File: src/rtl/irq_status_agg.sv
module irq_status_agg #(
  parameter int W = 8
) (
  input  logic         clk,
  input  logic         rst_n,
  input  logic [W-1:0] ev_ch_a,
  input  logic [W-1:0] ev_ch_b,
  input  logic [W-1:0] ev_port,
  input  logic         rd_en,
  input  logic         wr_en,
  input  logic [2:0]   addr,
  input  logic [W-1:0] wdata,
  output logic [W-1:0] rdata,
  output logic         irq
);
  localparam int NGRP = 3;
  localparam logic [2:0] A_SUM = 3'd3;
  localparam logic [2:0] A_MSK = 3'd4;

  logic [W-1:0] ev   [NGRP];
  logic [W-1:0] stat [NGRP];
  logic [W-1:0] mask [NGRP];
  logic [NGRP-1:0] summ;

  assign ev[0] = ev_ch_a;
  assign ev[1] = ev_ch_b;
  assign ev[2] = ev_port;

  always_comb
    for (int i = 0; i < NGRP; i++) summ[i] = |(stat[i] & ~mask[i]);

  always_ff @(posedge clk) begin
    if (!rst_n) begin
      irq <= 1'b0;
      for (int i = 0; i < NGRP; i++) begin
        stat[i] <= '0;
        mask[i] <= '1;
      end
    end else begin
      irq <= |summ;
      for (int i = 0; i < NGRP; i++) begin
        stat[i] <= (rd_en && addr == 3'(i)) ? ev[i] : (stat[i] | ev[i]);
        if (wr_en && addr == A_MSK + 3'(i)) mask[i] <= wdata;
      end
    end
  end

  always_comb begin
    rdata = '0;
    if (addr < 3'(NGRP))             rdata = stat[addr];
    else if (addr == A_SUM)          rdata = W'(summ);
    else if (addr < A_MSK + 3'(NGRP)) rdata = mask[addr - A_MSK];
  end

  genvar g;
  generate
    for (g = 0; g < NGRP; g++) begin : g_chk
      AST_EVENT_LATCHED: assert property (@(posedge clk) disable iff (!rst_n)
        (ev[g] != '0) |=> ((stat[g] & $past(ev[g])) == $past(ev[g])));
      AST_STICKY_UNTIL_READ: assert property (@(posedge clk) disable iff (!rst_n)
        !(rd_en && addr == 3'(g)) |=> ((stat[g] & $past(stat[g])) == $past(stat[g])));
      AST_READ_CLEARS: assert property (@(posedge clk) disable iff (!rst_n)
        (rd_en && addr == 3'(g) && ev[g] == '0) |=> (stat[g] == '0));
      AST_MASK_HELD: assert property (@(posedge clk) disable iff (!rst_n)
        !(wr_en && addr == A_MSK + 3'(g)) |=> $stable(mask[g]));
    end
  endgenerate

  AST_QUIET_WHEN_MASKED: assert property (@(posedge clk) disable iff (!rst_n)
    (summ == '0) |=> !irq);
  AST_SUMMARY_UPPER_ZERO: assert property (@(posedge clk) disable iff (!rst_n)
    (addr == A_SUM) |-> (rdata[W-1:NGRP] == '0));
  AST_UNUSED_ZERO: assert property (@(posedge clk) disable iff (!rst_n)
    (addr == 3'd7) |-> (rdata == '0));
endmodule

File: config.mk
export PLATFORM = sky130hd
export DESIGN_NAME = irq_status_agg
export DESIGN_NICKNAME = d
export VERILOG_FILES = /design/src/rtl/irq_status_agg.sv
export SDC_FILE = /design/constraint.sdc
export NUM_CORES = 1
export LEC_CHECK = 0
export ABC_AREA = 0
export BUFFER_PORTS_ARGS = -buffer_cell sky130_fd_sc_hd__buf_2
export CORE_ASPECT_RATIO = 0.7
export CORE_MARGIN = 2
export CORE_UTILIZATION = 54
export DETAILED_ROUTE_END_ITERATION = 8
export GPL_TIMING_DRIVEN = 1
export PLACE_DENSITY = 0.79
export SLEW_MARGIN = 30
export SYNTH_ARGS = -nofsm -noshare
export SYNTH_HDL_FRONTEND = slang
export SYNTH_SLANG_ARGS = --single-unit
File: constraint.sdc
create_clock -name clk -period 2.55 [get_ports clk]
set_clock_uncertainty 0.05 [all_clocks]
set_input_delay 0.3825 -clock clk [delete_from_list [all_inputs] [get_ports clk]]
set_output_delay 0.3825 -clock clk [all_outputs]
set_load 0.005 [all_outputs]
# --- After elaboration in Yosys (flattened, before gate mapping) ---
# Memory sizes are Yosys's and may differ from the RTL's.
# Cells that the tools add are included.
word_totals:
  input_bits: 39
  memories: 2
  wordCells: 61
  out_inout_bits: 9
  ram_bits: 48
  ff_bits: 1
mem_list:
  columns: ["name", "depth", "width", "read_ports", "rd_ports_with_merged_regs", "wr", "line_no", "source"]
  rows:
  - ["mask", 3, 8, 4, 0, 3, "22", "logic [W-1:0] mask [NGRP];"]
  - ["stat", 3, 8, 4, 0, 3, "21", "logic [W-1:0] stat [NGRP];"]
op_classes:
  n_reduce_logical: 11
  muxes: 23
  n_bitwise: 15
  add_sub_neg: 1
  magnitude_cmp: 2
  n_eq_ne: 6
op_table:
  columns: ["cell", "n"]
  rows:
  - ["$mux W8", 12]
  - ["$and A8 B8 Y8", 3]
  - ["$not A8 Y8", 3]
  - ["$or A8 B8 Y8", 3]
  - ["$reduce_or A24 Y1", 1]
  - ["$reduce_or A8 Y1", 3]
  - ["$mux W1", 11]
  - ["$eq A3 B3 Y1 const B", 3]
  - ["$eq A3 B2 Y1 const B", 2]
  - ["$logic_and A1 B1 Y1", 6]
  - ["$or A1 B1 Y1", 6]
  - ["$eq A3 B1 Y1 const B", 1]
  - ["$logic_not A3 Y1", 1]
  - ["$lt A3 B2 Y1 const B", 1]
  - ["$lt A3 B3 Y1 const B", 1]
  - ["$sub A2 B1 Y2 const B", 1]

# --- Logic depth before layout (Yosys ltp) ---
# Gate-level depths: netlist (run 1).
depth:
  depth_word: 6
  mapped_depth: 6
  mapped_depth_nobuf: 4

# --- Worst setup path before layout (run 1) ---
# Ideal clock, no wire load.
synth_path:
  path_kind: "input to register"
  startpoint: "input port addr[0]"
  endpoint: "memory mask[0][0] (enable)"
  path_buffers: 2
  required_time_ns: 2.113
  path_slack_ns: 0.666
  arrival_time_ns: 1.448
  path_stages: 3
  path_cell_list: "buf_2 -> buf_2 -> o31ai_1"
synth_lines:
  columns: ["item", "line_no", "source"]
  rows:
  - ["start: declaration", "11", "input logic [2:0] addr,"]
  - ["end: declaration", "22", null]

# --- Worst setup path in the final report (run 1) ---
layout_path:
  startpoint: "input port addr[1]"
  endpoint: "output port rdata[0]"
layout_via:
  elab_chain_cells: 5
  elab_cells_between_ends: 9
layout_lines:
  columns: ["item", "line_no", "source"]
  rows:
  - ["$sub A2 B1 Y2", "52", "else if (addr < A_MSK + 3'(NGRP)) rdata = mask[addr - A_MSK];"]
  - ["$mem_v2 Z3 W8", null, null]
  - ["$mux W8", "52", null]
  - ["$mux W8", "51", "else if (addr == A_SUM) rdata = W'(summ);"]
  - ["$mux W8 *", "50", "if (addr < 3'(NGRP)) rdata = stat[addr];"]
  - ["end: declaration", "13", "output logic [W-1:0] rdata,"]
# Mark *: on every way between the ends. The rest lies on a longest branch, timed or not.

==> reports/summary.txt, run 1 <==
Switch Pwr - 0.413 mW
Syn Area/Cell - 9.68 sq um
Rows - 19
First-pass GRT wire length - 8100 microns
Final hold slack - 234 ps
Vias - 1885
Routed wire length - 5260 microns
Multi-input logic area - 838 sq um
DP Worst Slack - 409 ps
Routed Antenna Nets - 0
Top cell type's share of synthesized area - 32.2%
Placed cell area - 2480 sq um
Clock sink count - 49
Post-route cell area - 2620 sq um
Pwr dens - 682 nW/um^2
Mapped Cells - 231
Commonest register cell after synthesis - dfxtp_1
Largest area contributor in the netlist - edfxtp_1
Largest net degree at the start of global routing - 26
Clk root buf - clkbuf_8
CTS buffer count - 5
Ant diodes - 0
Synth unique cells - 27
Via density - 5.71
CTS tree - yes
Ys async rst share - 0%
Clk_lat worst skew - 300 ps
Tmin final - 2170 ps
# setup viols final - 0
Register Area - 1220 sq um
Largest cells by area after synthesis - edfxtp_1, dfxtp_1, a21oi_1, mux2i_1, nor2_1
Worst vdd ir - 435 uV
Int Pwr - 1.37 mW
Placed cells - 322
DPL Wire Length - 3940 microns
Achievable frequency - 461 MHz
FILL cells - 341
Reg clk slew, reported paths - 90 ps
Die Wd - 80.9 microns
Element type at the critical path end - output port
Port Buffers - 47
Total gr overflow - 0
CP max FO - 21
Final Non-Filler Cells - 330
Die Ht - 57.8 microns
Final worst slack - 383 ps
Die area - 4680 sq um
Clock Path Buffers - 2
H-tree levels - 2
Type of the worst setup path - input pin to output port
Setup crit start kind - input pin
DR DRC count - 0
Pleak - 1.12 nW
CTS resizes - 0
WL/cell - 15.9 microns
Final worst-path cycle share - 85.0%
Area grow syn2layout - 17.1%
Reg power frac - 51.9%
Tot GR Track Use - 23.2%
Relative slew slack - 49.4%
IO Pins - 48
Initial antenna violation count - 0
Power Total - 1.79 mW
GP Congestion - 0.861
Vias in the first global route - 1754
Hold buffer count at CTS - 0
Final core utilization - 66.3%
Share of cells above drive strength 1 - 22.3%
TNS Setup - 0 ps
Switching share of power - 23.1%
Worst Path Required - 2120 ps
Syn. warnings - 0
Least-Margin Pin Slew - 758 ps
EDFF count, synth - 24
Clock power share - 35.5%
Synth Cell Area - 2240 sq um
Starting density of the core - 56.7%
Nets@finish - 316
Postcts setup bufs - 0
Post-synthesis register bit count - 49
Core Box Area - 3950 sq um
Synthesized net count - 270
Max-slew violations - 0
Number of iterations in the first detailed-routing pass - 4
Setup repair after global routing missed its margin - false
Max-Cap Viols - 0
Critical path arrival - 1730 ps
Hold Crit Class - input pin to register
Fin. Hold Viols - 0
Gate power share - 12.6%
Status - finished clean
Initial DRC count - 252
Seq/Total Area, Yosys - 54.6%
==> registers in the layout, indices dropped and copies added, names as in the netlist <==
name / count
irq: 1
mask: 24
stat: 24
==> kinds of logic (layout without fill, tap and decap cells) <==
kind of cell,after synthesis,after routing,synth area share (%)
AO/OA/AOI/OAI,66,66,17.6
AND/OR/NAND/NOR,63,63,12.7
multiplexers,16,16,7.16
buffers and inverters,37,84,7.89
flip-flops,49,49,54.6
==> layout by cell type (no fill, tap or decap) <==
cell / synthesis / layout
buf_4: 0 / 4
or3_1: 8 / 8
bufinv_16: 0 / 2
nand2_2: 1 / 1
nor4_1: 3 / 3
clkinvlp_2: 0 / 1
nor2b_1: 2 / 2
o21ai_0: 1 / 1
nand2_1: 4 / 4
nand2b_1: 2 / 2
o31ai_1: 1 / 1
a22oi_1: 2 / 2
nor2_1: 40 / 40
a21oi_2: 1 / 1
a211oi_1: 8 / 8
a21oi_1: 36 / 36
o22ai_1: 12 / 12
dfxtp_1: 25 / 25
and2_4: 1 / 1
buf_2: 5 / 47
mux2i_1: 16 / 16
nand3_1: 2 / 2
a31oi_1: 1 / 1
o211a_1: 1 / 1
edfxtp_1: 24 / 24
inv_1: 25 / 25
clkbuf_8: 0 / 5
o41ai_1: 3 / 3
==> layout make-up <==
type	instances	share of cell area [%]
Timing Repair Buffer	51	10.1
Tap cell	52	2.49
Clock buffer	5	2.63
Multi-Input combinational cell	145	32.0
Inverter	25	3.59
Clock inverter	3	2.49
Sequential cell	49	46.7
==> path summary, 6_finish.rpt <==
check              from          to  slack (ps)  depth (start not counted)
min reg2reg  stat[0][6]  stat[0][6]         470                          2
min          ev_ch_a[2]  stat[0][2]         230                          3
max reg2reg  stat[1][6]         irq        1340                          4
max             addr[1]    rdata[0]         380                          6
==> layer usage <==
metal	vias up	global-route usage, %	part of all wire, %
met4	0	6.30	1.1
met5	-	0	0
met1	882	31.5	46
li1	910	-	-
met3	11	5.61	7.2
met2	82	37.7	45
==> synth_stat cells (3+ instances only) <==
master / number
or3_1: 8
nor4_1: 3
o22ai_1: 12
clkbuf_1: 4
nand2_1: 4
edfxtp_1: 24
a21oi_1: 36
a211oi_1: 8
o41ai_1: 3
mux2i_1: 16
buf_2: 5
dfxtp_1: 25
inv_1: 25
nor2_1: 40
==> critical path: stages <==
cell and delay, ps:
buf_2 460, nor2b_1 140, buf_4 210, a211oi_1 240
a22oi_1 130, buf_2 160
==> power by group through the flow <==
stage / combinational, mW / clock [mW] / sequential, mW
6_report: 0.226 / 0.634 / 0.926
5_1_grt: 0.250 / 0.669 / 0.932
4_1_cts: 0.224 / 0.638 / 0.926
3_5_place_dp: 0.223 / 0 / 0.944
3_3_place_gp: 0.216 / 0 / 0.941
2_1_floorplan: 0.150 / 0 / 0.928
Note: power is estimated with default switching activity, not from simulation.
==> inputs of run 2 (changes only) <==
==> constraint.sdc (replaced) <==
create_clock -name clk -period 2.1 [get_ports clk]
set_clock_uncertainty 0.05 [all_clocks]
set_input_delay 0.315 -clock clk [delete_from_list [all_inputs] [get_ports clk]]
set_output_delay 0.315 -clock clk [all_outputs]
set_load 0.005 [all_outputs]
==> run 2 against run 1 <==
Hold slack worse by 74 ps. Combinational power is 24% higher. Design area is 0.29% lower. Clock power is 17% lower. Sequential share of layout area is 0.13 points higher.
==> reports/summary.txt, run 2 (synthesis gave the netlist of run 1 again) <==
Status - finished clean
Initial DRC count - 129
Largest net degree at the start of global routing - 21
Reg clk slew, reported paths - 80 ps
CP max FO - 3
Vias - 1859
Int Pwr - 1.44 mW
Starting density of the core - 56.7%
Setup repair after global routing missed its margin - false
Commonest non-fill, non-tap cells in the layout - buf_2, nor2_1, a21oi_1
Hold buffer count at CTS - 0
Post-route cell area - 2610 sq um
Clock sink count - 49
Clk_lat worst skew - 300 ps
Tot GR Track Use - 23.6%
Register Area - 1220 sq um
FILL cells - 344
Type of the worst setup path - register to output port
Reg-to-reg slack, setup - 910 ps
First-pass GRT wire length - 7990 microns
Setup crit end - rdata[1]
H-tree levels - 2
GP Congestion - 0.838
Final Non-Filler Cells - 334
Number of cells on the worst reg-to-reg path - 4
Multi-input logic area - 838 sq um
Final hold slack - 160 ps
Die Wd - 80.9 microns
Worst Path Required - 1740 ps
DPL Wire Length - 4080 microns
Fin. Hold Viols - 0
Postcts setup bufs - 0
Worst vdd ir - 622 uV
WL/cell - 15.6 microns
Least-Margin Pin Slew - 457 ps
Largest regs - mask: 24 flops, stat: 24 flops, irq: 1 flops
Kind of cell adding the most delay to the critical path - compound AO/OA/AOI/OAI gates
Clk root buf - clkbuf_8
Max-slew violations - 0
Gate power share - 14.5%
Number of iterations in the first detailed-routing pass - 4
Placed cells - 326
Worst Path Buf+Inv - 2
Worst stage delay on the critical path - 530 ps
Clock Path Buffers - 2
Cell Chain, Critical Path - inv_1, o22ai_1, o41ai_1, a21oi_2, buf_2
Met2 usage - 35.5%
Initial antenna violation count - 0
TNS Setup - 0 ps
Rows - 19
IO Pins - 48
Routed wire length - 5220 microns
CTS buffer count - 5
Pwr dens - 742 nW/um^2
# setup viols final - 0
Reg power frac - 58.1%
Routed Antenna Nets - 0
Routing usage on met3 - 4.98%
Pleak - 1.13 nW
Tmin final - 1970 ps
CTS tree - yes
Area grow syn2layout - 16.7%
Placed cell area - 2530 sq um
Ant diodes - 0
Slowest CP cell - o41ai_1
Core Box Area - 3950 sq um
Relative slew slack - 69.1%
Total gr overflow - 0
DR DRC count - 0
Via density - 5.57
Switch Pwr - 0.498 mW
Share of cells above drive strength 1 - 23.4%
Critical path launch point - stat[1][6]
Die area - 4680 sq um
Port Buffers - 47
Met1 Usage GRT - 33.8%
Setup crit start kind - register
Die Ht - 57.8 microns
Clock power share - 27.3%
Switching share of power - 25.7%
Final worst-path cycle share - 93.6%
Critical path depth - 5
Reg2Reg Capture Point - irq
Critical path arrival - 1600 ps
CTS resizes - 0
Commonest non-fill, non-tap cell in the layout - buf_2
Nets@finish - 320
Vias in the first global route - 1646
GRT busiest layer - met2
Hold Crit Class - input pin to register
Max-Cap Viols - 0
Element type at the critical path end - output port
Critical R2R Launch - stat[2][6]
Achievable frequency - 509 MHz
==> run 2: worst min path at each step <==
stage | from | to | slack [ps] | cells past startpoint
2_1_floorplan | ev_ch_a[0] | stat[0][0] | 380 | 2
3_3_place_gp | stat[0][0] | stat[0][0] | 440 | 2
3_5_place_dp | stat[0][0] | stat[0][0] | 460 | 2
4_1_cts | ev_ch_b[2] | stat[1][2] | 160 | 3
5_1_grt | ev_ch_b[4] | stat[1][4] | 160 | 3
6_report | ev_ch_b[2] | stat[1][2] | 160 | 3
==> run 2: stage by stage <==
| stage | power [mW] | util (%) | setup slack (ps) |
|---|---|---|---|
| CTS | 1.94 | 66.1 | 156 |
| detailed placement | 1.42 | 64.0 | 234 |
| global placement | 1.42 | 64.0 | 274 |
| floorplan | 1.31 | - | 283 |
| finish | 1.94 | 66.1 | 135 |
| global route | 2.01 | 66.1 | 100 |
==> run 2: layer usage <==
layer | vias up | routed length [microns]
met3 | 4 | 434
met1 | 854 | 2390
li1 | 918 | -
met2 | 83 | 2350
met4 | 0 | 48
met5 | - | 0
==> run 2: final cells by class <==
cell class	instances	area share [%]
Clock inverter	2	0.384
Sequential cell	49	46.8
Tap cell	52	2.49
Clock buffer	6	2.83
Multi-Input combinational cell	145	32.1
Timing Repair Buffer	55	11.8
Inverter	25	3.60
==> run 2: worst min-delay path, delay by kind of cell <==
kind                   cells  cell delay [ps]
AO/OA/AOI/OAI              1               30
buffers and inverters      1               70
AND/OR/NAND/NOR            1               60
==> run 2: power by group through the flow <==
| stage | registers [mW] | clock network, mW | logic [mW] |
|---|---|---|---|
| after detailed placement | 1.15 | 0 | 0.278 |
| after global placement | 1.14 | 0 | 0.273 |
| after global routing | 1.13 | 0.570 | 0.310 |
| after CTS | 1.12 | 0.534 | 0.279 |
| after floorplan | 1.13 | 0 | 0.182 |
| final | 1.13 | 0.529 | 0.281 |
